### config.mk
export PLATFORM = sky130hd
export DESIGN_NAME = adcavg_top
export DESIGN_NICKNAME = d
export VERILOG_FILES = /design/src/rtl/adcavg_pkg.sv /design/src/rtl/adcavg_phase_ctr.sv /design/src/rtl/adcavg_divider.sv /design/src/rtl/adcavg_top.sv
export SDC_FILE = /design/constraint.sdc
export NUM_CORES = 1
export LEC_CHECK = 0
export CAP_MARGIN = 20
export CORE_MARGIN = 2
export CORE_UTILIZATION = 45
export DETAILED_ROUTE_END_ITERATION = 8
export MAX_ROUTING_LAYER = met4
export PLACE_DENSITY = 0.72
export SLEW_MARGIN = 20
export SYNTH_ARGS = -nofsm -noshare
export SYNTH_HDL_FRONTEND = slang
export SYNTH_SLANG_ARGS = --single-unit
### constraint.sdc
create_clock -name clk -period 6.6 [get_ports clk]
set_input_delay 1.32 -clock clk [delete_from_list [all_inputs] [get_ports clk]]
set_output_delay 1.32 -clock clk [all_outputs]
set_load 0.02 [all_outputs]
### src/rtl/adcavg_pkg.sv
`timescale 1ns/1ps
package adcavg_pkg;

  typedef enum logic [2:0] {
    ST_IDLE,
    ST_WRITE,
    ST_RD_REQ,
    ST_RD_WAIT,
    ST_DIV
  } adcavg_state_t;

  typedef enum logic {
    PH_WARM,
    PH_ACC
  } adcavg_phase_t;

endpackage

### src/rtl/adcavg_phase_ctr.sv
`timescale 1ns/1ps
module adcavg_phase_ctr #(
  parameter int CNT_W = 7,
  parameter int LIMIT = 100,
  localparam int ATT_W = $clog2(LIMIT + 2)
) (
  input  logic             clk,
  input  logic             rst_n,
  input  logic             clr_i,
  input  logic             hit_i,
  input  logic             flag_i,
  input  logic [CNT_W-1:0] target_i,
  output logic             fin_o,
  output logic             short_o
);

  logic [CNT_W-1:0] cnt_q;
  logic [ATT_W-1:0] att_q;
  logic [CNT_W-1:0] cnt_nxt;
  logic [ATT_W-1:0] att_nxt;

  assign cnt_nxt = cnt_q + CNT_W'(flag_i);
  assign att_nxt = att_q + ATT_W'(1);

  // The outcome of the word being consumed now: the phase is over when the
  // target is met, or when this read pushes the attempt count past the limit.
  assign short_o = (cnt_nxt != target_i);
  assign fin_o   = !short_o || (att_nxt > ATT_W'(LIMIT));

  always_ff @(posedge clk or negedge rst_n) begin
    if (!rst_n) begin
      cnt_q <= '0;
      att_q <= '0;
    end else if (clr_i) begin
      cnt_q <= '0;
      att_q <= '0;
    end else if (hit_i) begin
      cnt_q <= cnt_nxt;
      att_q <= att_nxt;
    end
  end

endmodule

### src/rtl/adcavg_divider.sv
`timescale 1ns/1ps
module adcavg_divider #(
  parameter int DVD_W   = 27,
  parameter int DIVISOR = 80,
  localparam int DVS_W  = $clog2(DIVISOR + 1),
  localparam int CW     = $clog2(DVD_W + 1)
) (
  input  logic             clk,
  input  logic             rst_n,
  input  logic             start_i,
  input  logic [DVD_W-1:0] dividend_i,
  output logic             done_o,
  output logic [DVD_W-1:0] quot_o
);

  localparam logic [DVS_W:0] DIV_V = (DVS_W + 1)'(DIVISOR);

  logic             busy_q;
  logic [CW-1:0]    cnt_q;
  logic [DVS_W-1:0] rem_q;
  logic [DVD_W-1:0] work_q;
  logic [DVD_W-1:0] res_q;
  logic             done_q;

  logic [DVS_W:0]   shifted;
  logic [DVS_W:0]   diff;
  logic             ge;
  logic [DVS_W-1:0] rem_n;
  logic [DVD_W-1:0] work_n;

  // One restoring step per cycle, most significant dividend bit first.
  assign shifted = {rem_q, work_q[DVD_W-1]};
  assign ge      = (shifted >= DIV_V);
  assign diff    = shifted - DIV_V;
  assign rem_n   = ge ? diff[DVS_W-1:0] : shifted[DVS_W-1:0];
  assign work_n  = {work_q[DVD_W-2:0], ge};

  always_ff @(posedge clk or negedge rst_n) begin
    if (!rst_n) begin
      busy_q <= 1'b0;
      cnt_q  <= '0;
      rem_q  <= '0;
      work_q <= '0;
      res_q  <= '0;
      done_q <= 1'b0;
    end else begin
      done_q <= 1'b0;
      if (start_i && !busy_q) begin
        busy_q <= 1'b1;
        cnt_q  <= CW'(DVD_W);
        rem_q  <= '0;
        work_q <= dividend_i;
      end else if (busy_q) begin
        rem_q  <= rem_n;
        work_q <= work_n;
        cnt_q  <= cnt_q - CW'(1);
        if (cnt_q == CW'(1)) begin
          busy_q <= 1'b0;
          res_q  <= work_n;
          done_q <= 1'b1;
        end
      end
    end
  end

  assign done_o = done_q;
  assign quot_o = res_q;

endmodule

### src/rtl/adcavg_top.sv
`timescale 1ns/1ps
module adcavg_top
  import adcavg_pkg::*;
#(
  parameter int ADDR_W        = 16,
  parameter int DATA_W        = 16,
  parameter int SAMPLE_W      = 10,
  parameter int FLAG_BIT      = 10,
  parameter int WARMUP        = 2,
  parameter int NSAMP         = 80,
  parameter int ATTEMPT_LIMIT = 100,
  parameter int SCALE         = 1000,
  parameter logic [ADDR_W-1:0] MODE_ADDR = ADDR_W'(9),
  parameter logic [ADDR_W-1:0] ADC_ADDR  = ADDR_W'(10),
  localparam int ACC_W = $clog2(NSAMP * ((1 << SAMPLE_W) - 1) + 1),
  localparam int RES_W = $clog2(NSAMP * ((1 << SAMPLE_W) - 1) * SCALE + 1)
) (
  input  logic              clk,
  input  logic              rst_n,
  input  logic              start_i,
  input  logic [DATA_W-1:0] mode_word_i,
  output logic              req_valid_o,
  input  logic              req_ready_i,
  output logic              req_write_o,
  output logic [ADDR_W-1:0] req_addr_o,
  output logic [DATA_W-1:0] req_wdata_o,
  input  logic              rsp_valid_i,
  output logic              rsp_ready_o,
  input  logic [DATA_W-1:0] rsp_data_i,
  output logic              done_o,
  output logic              timeout_o,
  output logic [RES_W-1:0]  result_o
);

  localparam int MAXT  = (WARMUP > NSAMP) ? WARMUP : NSAMP;
  localparam int CNT_W = $clog2(MAXT + 1);

  adcavg_state_t     state_q;
  adcavg_phase_t     phase_q;
  logic [DATA_W-1:0] mode_q;
  logic [ACC_W-1:0]  acc_q;
  logic              to_q;

  logic                rsp_hit;
  logic                word_ok;
  logic [SAMPLE_W-1:0] word_val;
  logic [ACC_W-1:0]    acc_nxt;
  logic [CNT_W-1:0]    target;
  logic                fin;
  logic                short_cnt;
  logic                phase_end;
  logic                ctr_clr;
  logic                div_start;
  logic [RES_W-1:0]    dividend;
  logic                div_done;
  logic                unused_hi;

  assign rsp_hit   = (state_q == ST_RD_WAIT) && rsp_valid_i;
  assign word_ok   = rsp_data_i[FLAG_BIT];
  assign word_val  = rsp_data_i[SAMPLE_W-1:0];
  assign unused_hi = ^rsp_data_i[DATA_W-1:FLAG_BIT+1];

  assign acc_nxt = acc_q + ((phase_q == PH_ACC && word_ok) ? ACC_W'(word_val) : '0);
  assign target  = (phase_q == PH_WARM) ? CNT_W'(WARMUP) : CNT_W'(NSAMP);

  assign phase_end = rsp_hit && fin;
  assign ctr_clr   = ((state_q == ST_IDLE) && start_i) ||
                     (phase_end && phase_q == PH_WARM);
  assign div_start = phase_end && (phase_q == PH_ACC);
  assign dividend  = RES_W'(acc_nxt) * RES_W'(SCALE);

  adcavg_phase_ctr #(
    .CNT_W (CNT_W),
    .LIMIT (ATTEMPT_LIMIT)
  ) ctr_i (
    .clk      (clk),
    .rst_n    (rst_n),
    .clr_i    (ctr_clr),
    .hit_i    (rsp_hit),
    .flag_i   (word_ok),
    .target_i (target),
    .fin_o    (fin),
    .short_o  (short_cnt)
  );

  adcavg_divider #(
    .DVD_W   (RES_W),
    .DIVISOR (NSAMP)
  ) div_i (
    .clk        (clk),
    .rst_n      (rst_n),
    .start_i    (div_start),
    .dividend_i (dividend),
    .done_o     (div_done),
    .quot_o     (result_o)
  );

  always_ff @(posedge clk or negedge rst_n) begin
    if (!rst_n) begin
      state_q <= ST_IDLE;
      phase_q <= PH_WARM;
      mode_q  <= '0;
      acc_q   <= '0;
      to_q    <= 1'b0;
    end else begin
      unique case (state_q)
        ST_IDLE: begin
          if (start_i) begin
            mode_q  <= mode_word_i;
            acc_q   <= '0;
            to_q    <= 1'b0;
            phase_q <= PH_WARM;
            state_q <= ST_WRITE;
          end
        end
        ST_WRITE: begin
          if (req_ready_i) state_q <= ST_RD_REQ;
        end
        ST_RD_REQ: begin
          if (req_ready_i) state_q <= ST_RD_WAIT;
        end
        ST_RD_WAIT: begin
          if (rsp_valid_i) begin
            acc_q <= acc_nxt;
            if (fin) begin
              if (short_cnt) to_q <= 1'b1;
              if (phase_q == PH_WARM) begin
                phase_q <= PH_ACC;
                state_q <= ST_RD_REQ;
              end else begin
                state_q <= ST_DIV;
              end
            end else begin
              state_q <= ST_RD_REQ;
            end
          end
        end
        ST_DIV: begin
          if (div_done) state_q <= ST_IDLE;
        end
        default: state_q <= ST_IDLE;
      endcase
    end
  end

  assign req_valid_o = (state_q == ST_WRITE) || (state_q == ST_RD_REQ);
  assign req_write_o = (state_q == ST_WRITE);
  assign req_addr_o  = (state_q == ST_WRITE) ? MODE_ADDR : ADC_ADDR;
  assign req_wdata_o = (state_q == ST_WRITE) ? mode_q : '0;
  assign rsp_ready_o = (state_q == ST_RD_WAIT);
  assign done_o      = div_done;
  assign timeout_o   = to_q;

endmodule

# == Word-level counts from Yosys, hierarchy flattened ==
# Cells that the tools add are included.
# totals
ff_bits,120
latchBits,0
ramBits,0
rom_bits,0
inputBits,37
output_inout_bits,64
elab_cells,98
n_memories,0
# op_classes
n_addsub,5
multipliers,1
n_div,0
magnitude_cmp,2
n_eq_ne,13
shift,0
muxes,40
bitwise,2
n_reduce_logical,22
# op_table
operator,count
2-to-1 mux 7 bit,8
2-to-1 mux 27 bit,2
2-to-1 mux 17 bit,2
one-hot mux 17 bit (2 select lines),1
multiplier 17 x 7 -> 24 bit (second input constant),1
2-to-1 mux 3 bit,7
adder 17 x 10 -> 17 bit,1
2-to-1 mux 16 bit,1
one-hot mux 3 bit (5 select lines),1
2-to-1 mux 1 bit,12
2-to-1 mux 10 bit,1
2-to-1 mux 5 bit,2
AND reduction 5 bit,2
>= comparator 8 x 7 -> 1 bit (second input constant),1
inequality test 2 bit (second input constant),4
adder 7 x 1 -> 7 bit,1
adder 7 x 1 -> 7 bit (second input constant),1
> comparator 7 bit (second input constant),1
logical AND 1 bit,7
inequality test 7 bit,1
subtractor 7 bit (second input constant),1
equality test 3 x 2 -> 1 bit (second input constant),2
inequality test 2 x 1 -> 1 bit (second input constant),3
AND reduction 3 bit,2
13 further kinds,20

# == Longest topological paths before layout ==
# depth
depth_word,9
ltp_mapped,29
mapped_depth_nobuf,27

# == Hierarchy ==
# Synthesis repeated with hierarchy kept, for this count alone.
# hier_totals
cells_unflattened,986
area_unflattened_um2,9412.8
# modules_own_cells
module,instances,cells_per_inst,area_each_um2,seq_area_each_um2
adcavg_top,1,655,5586.6,950.9
adcavg_divider,1,235,2934.1,1701.6
adcavg_phase_ctr,1,96,892.1,350.3

# == Least setup slack after synthesis ==
# Ideal clock, no wire load.
# synth_path
kind,input to register
from,in rsp_data_i[10]
to,reg div_i.work_q[25]
setup_time_ns,0.096
arrival_time_ns,6.985
required_time_ns,6.504
slack_ns,-0.481
cell_stages,27
n_path_buf,0
path_cell_list,and3_1 ha_1 inv_1 fa_1 nand2b_1 a21oi_1 o2111ai_1 a21boi_1 nor2_1 xnor2_1 inv_1 ha_1 inv_1 fa_1 inv_1 fa_1 inv_1 fa_1 inv_1 ha_1 and2_1 and3_1 a221oi_1 o31ai_1 a211oi_1 xor2_1 o31ai_1
# synth_via
elab_chain_len,8
word_cells_on_any_way,13
classes_between,add/sub (2); mul (1); eq/ne (1); mux (2); reduce/logical (7)
# synth_rtl
item,line,rtl
"start, declared",adcavg_top.sv:29,"input logic [DATA_W-1:0] rsp_data_i,"
"parallel branches: the longest is 8 deep, another holds multiplier 17 x 7 -> 24 bit",n/a,
"end signal, assigned",adcavg_divider.sv:52,work_q <= dividend_i;
"end signal, assigned",adcavg_divider.sv:55,work_q <= work_n;
"end, declared",adcavg_divider.sv:21,logic [DVD_W-1:0] work_q;
# Parallel ways; which one is timed is not known.
# A chain may end at the register's enable or synchronous reset.

# == Worst setup path after layout ==
# layout_path
from,in rsp_data_i[8]
to,reg div_i.work_q[26]
# layout_via
elab_chain_len,4
# layout_rtl
item,line,rtl
2-to-1 mux 10 bit,adcavg_top.sv:63,assign acc_nxt = acc_q + ((phase_q == PH_ACC && word_ok) ? ACC_W'(word_val) : '0);
adder 17 x 10 -> 17 bit,adcavg_top.sv:63,
multiplier 17 x 7 -> 24 bit,adcavg_top.sv:70,assign dividend = RES_W'(acc_nxt) * RES_W'(SCALE);
2-to-1 mux 27 bit,adcavg_divider.sv:48,if (start_i && !busy_q) begin
# No other way between the ends.

==> impl_metrics.csv <==
group,metric,value,unit
global_route,globalRouteOverflowTotal,0,
sta,layout_worst_path_cycle_share,99.83,%
sta,worst_slew_slack_as_a_fraction_of_its_limit,31.72,%
setup_path,end_kind,"register",
global_route,grt_pass1_vias,7810,
setup_path,crit_type,"in2reg",
logic_synthesis,synth-seq-area-share,33.33,%
logic_synthesis,number_of_unique_standard_cell_types_used_by_synthesis,60,
global_route,antenna_found_initial,0,
hold_path,hold_class,"reg2reg",
clock_network,tritoncts,"built",
layout,num-nets-final,1369,
layout,flow.area_growth_from_synthesis,35.27,%
detailed_routing,remaining_drc_errors,0,
clock_network,cts_inserted_buffers,17,
floorplan,core_region,0.01953,mm^2
clock_network,cts_num_sinks,120,
floorplan,dieArea,0.02117,mm^2
logic_synthesis,syn_inst,1013,
sta,hold_violations,0,
layout,final_core_util,62.42,%
sta,period_minus_slack,6.589,ns
logic_synthesis,asyncSetResetFlopFracSynth,100.0,%
layout,non_filler_cells_final,1494,
setup_path,reg2reg_to,"div_i.work_q[23]",
clock_network,clk_latency,0.42,ns
detailed_routing,antenna_violating_nets_left,0,
logic_synthesis,post_synth_instance_area,0.009010,mm^2
sta,final.setup.tns,0,ns
logic_synthesis,synth_enable_flop_cells,0,
placement,numPlacedInstances,1451,
clock_network,holdBufCountCts,0,
clock_network,clock_tree.htree_level_count,4,
layout,antenna_cells,0,
setup_path,crit_path_to,"div_i.work_q[26]",
placement,detailed_place.area,0.01104,mm^2
layout,mostFrequentLayoutCell,"nand2_1",
detailed_routing,drt_pass1_iterations,5,
detailed_routing,avgRoutedWirePerCell,14.46,um
clock_network,cts.clk_slew.worst_paths,0.06,ns
setup_path,cp-startpoint,"rsp_data_i[8]",
detailed_routing,vias,7644,
sta,clock-skew-final,0.008573,ns
sta,worst-slew-pin-transition,1.024,ns
logic_synthesis,ys.warnings.count,0,
setup_path,worst-endpoint-required,6.85,ns
logic_synthesis,synth-seq-cells,120,
sta,setup_violations,0,
placement,io_buffers,81,
setup_path,cp_data_arrival_time,6.84,ns
logic_synthesis,post_synth.cell_area_avg,8.894,um^2
run,cap_violations,0,
layout,final_cell_mix,"207 x nand2_1, 140 x buf_4, 119 x dfrtp_1",
sta,fmaxAchievable,151.8,MHz
logic_synthesis,dominantRegCellSynth,"dfrtp_1",
placement,dpl.hpwl,15260,um
clock_network,cts-root-to-sink-buffers,2,
floorplan,initial_utilization,46.14,%
global_route,grt.total_usage,21.67,%
setup_path,cp-start-kind,"input pin",
floorplan,fp.dieW,145.5,um
floorplan,i_o_pin_cnt,101,
detailed_routing,first_iter_violations,350,
detailed_routing,drt-vias-per-instance,5.116,
run_status,run_status,"complete, no violations",
floorplan,site_rows,51,
clock_network,clock_tree.root_cell,"clkbuf_16",
floorplan,dieHeight,145.5,um
setup_path,r2r.worst_path.cells,26,
setup_path,regToRegStartpoint,"phase_q",
layout,fraction_of_layout_cells_with_a_size_suffix_above_1,21.81,%
detailed_routing,wirelength,21600,um
sta,slew_viol_final,0,
setup_path,regToRegSetupSlack,0.27,ns
sta,grt_setup_unrepaired,"true",
global_route,pin_count_of_the_biggest_net_entering_global_routing,72,
setup_path,critPathMaxFanout,6,
global_route,grt_first_pass_wirelength,36970,um
layout,finalInstanceArea,0.01219,mm^2
placement,gp_congestion,0.8510,
## cell type report
class / count / area [um^2]
timing repair buffer: 223 / 1887
clock buffer: 19 / 442.9
inverter: 96 / 360.3
sequential: 120 / 3004
multi-input combinational: 758 / 5991
tap: 265 / 331.6
fill: 1598 / 7338
clock inverter: 13 / 171.4
## state kept, by name (all words and copies together), names as in the netlist
signal        cells
mode_q           16
state_q           3
acc_q            17
div_i.cnt_q       5
div_i.busy_q      1
ctr_i.att_q       7
div_i.work_q     27
timeout_o         1
ctr_i.cnt_q       7
div_i.done_o      1
div_i.quot_o     27
phase_q           1
div_i.rem_q       7
## metrics by stage
stage	hold slack, ns	setup slack (ns)
floorplan	0.4374	-0.08132
global placement	0.4490	-0.8460
detailed placement	0.4538	-0.9341
CTS	0.4689	-0.02432
global route	0.4899	-0.2497
finish	0.4628	0.01121
## logic make-up (layout without fill, tap and decap cells)
logic type	Yosys count	in the layout	synth area share (%)
multiplexers	22	22	2.444
AND/OR/NAND/NOR	368	368	18.37
XOR/XNOR	66	66	6.582
buffers and inverters	147	351	6.888
adder cells (fa/ha/maj)	118	118	20.50
flip-flops	120	120	33.33
AO/OA/AOI/OAI	170	170	11.80
other	2	14	0.08335
## worst max-delay path, stage by stage
cell and delay, ns:
clkdlybuf4s50_1 0.43, and3_1 0.18, ha_1 0.31, nand2_1 0.09, o21ai_1 0.20, nand2_1 0.10
a31oi_1 0.19, buf_4 0.15, xnor2_1 0.17, inv_2 0.15, ha_4 0.30, inv_2 0.03
fa_1 0.50, inv_1 0.05, fa_1 0.47, inv_1 0.04, fa_1 0.49, inv_2 0.05
ha_4 0.29, nand4_1 0.12, o221a_2 0.32, a211oi_4 0.26, buf_4 0.17, o41ai_2 0.07
xnor2_1 0.27, o311ai_1 0.12
## routing by layer
metal | up-vias | part of all wire [%] | routed length (um) | GRT usage (%)
li1 | 3735 | - | - | -
met1 | 3717 | 44 | 9588 | 26.73
met2 | 162 | 50 | 10790 | 36.73
met3 | 30 | 3.9 | 833 | 3.950
met4 | 0 | 1.8 | 390 | 6.029
met5 | - | 0 | 0 | -
## cells in the mapped netlist (all sizes together), types with 26 or more instances
cell type	count	area, um^2
a21oi	38	190.2
dfrtp	120	3003
xnor2	39	356.6
xor2	27	236.5
nor2	46	172.7
ha	66	825.8
inv	95	356.6
o21ai	68	344.1
fa	50	1001
nand3	30	167.7
nand2	211	792.0
clkbuf	26	97.59
## how the worst min path moves through the flow
stage	depth (start not counted)	startpoint	slack (ns)	to
global placement	2	mode_q[2]	0.45	mode_q[2]
CTS	2	mode_q[12]	0.47	mode_q[12]
floorplan	2	mode_q[0]	0.44	mode_q[0]
finish	2	mode_q[12]	0.46	mode_q[12]
detailed placement	2	mode_q[0]	0.45	mode_q[0]
global route	2	mode_q[14]	0.49	mode_q[14]
## repair_timing
item / in CTS / in global routing
resized for setup: 46 / 48
pin swaps: 25 / 37
setup buffers: 7 / 4
gates cloned: 0 / 0
setup endpoints to repair: 9 / 9
Power is left out: the tool's default activity adds up to more than one toggle a clock period on the data nets, which glitch-free logic cannot reach.
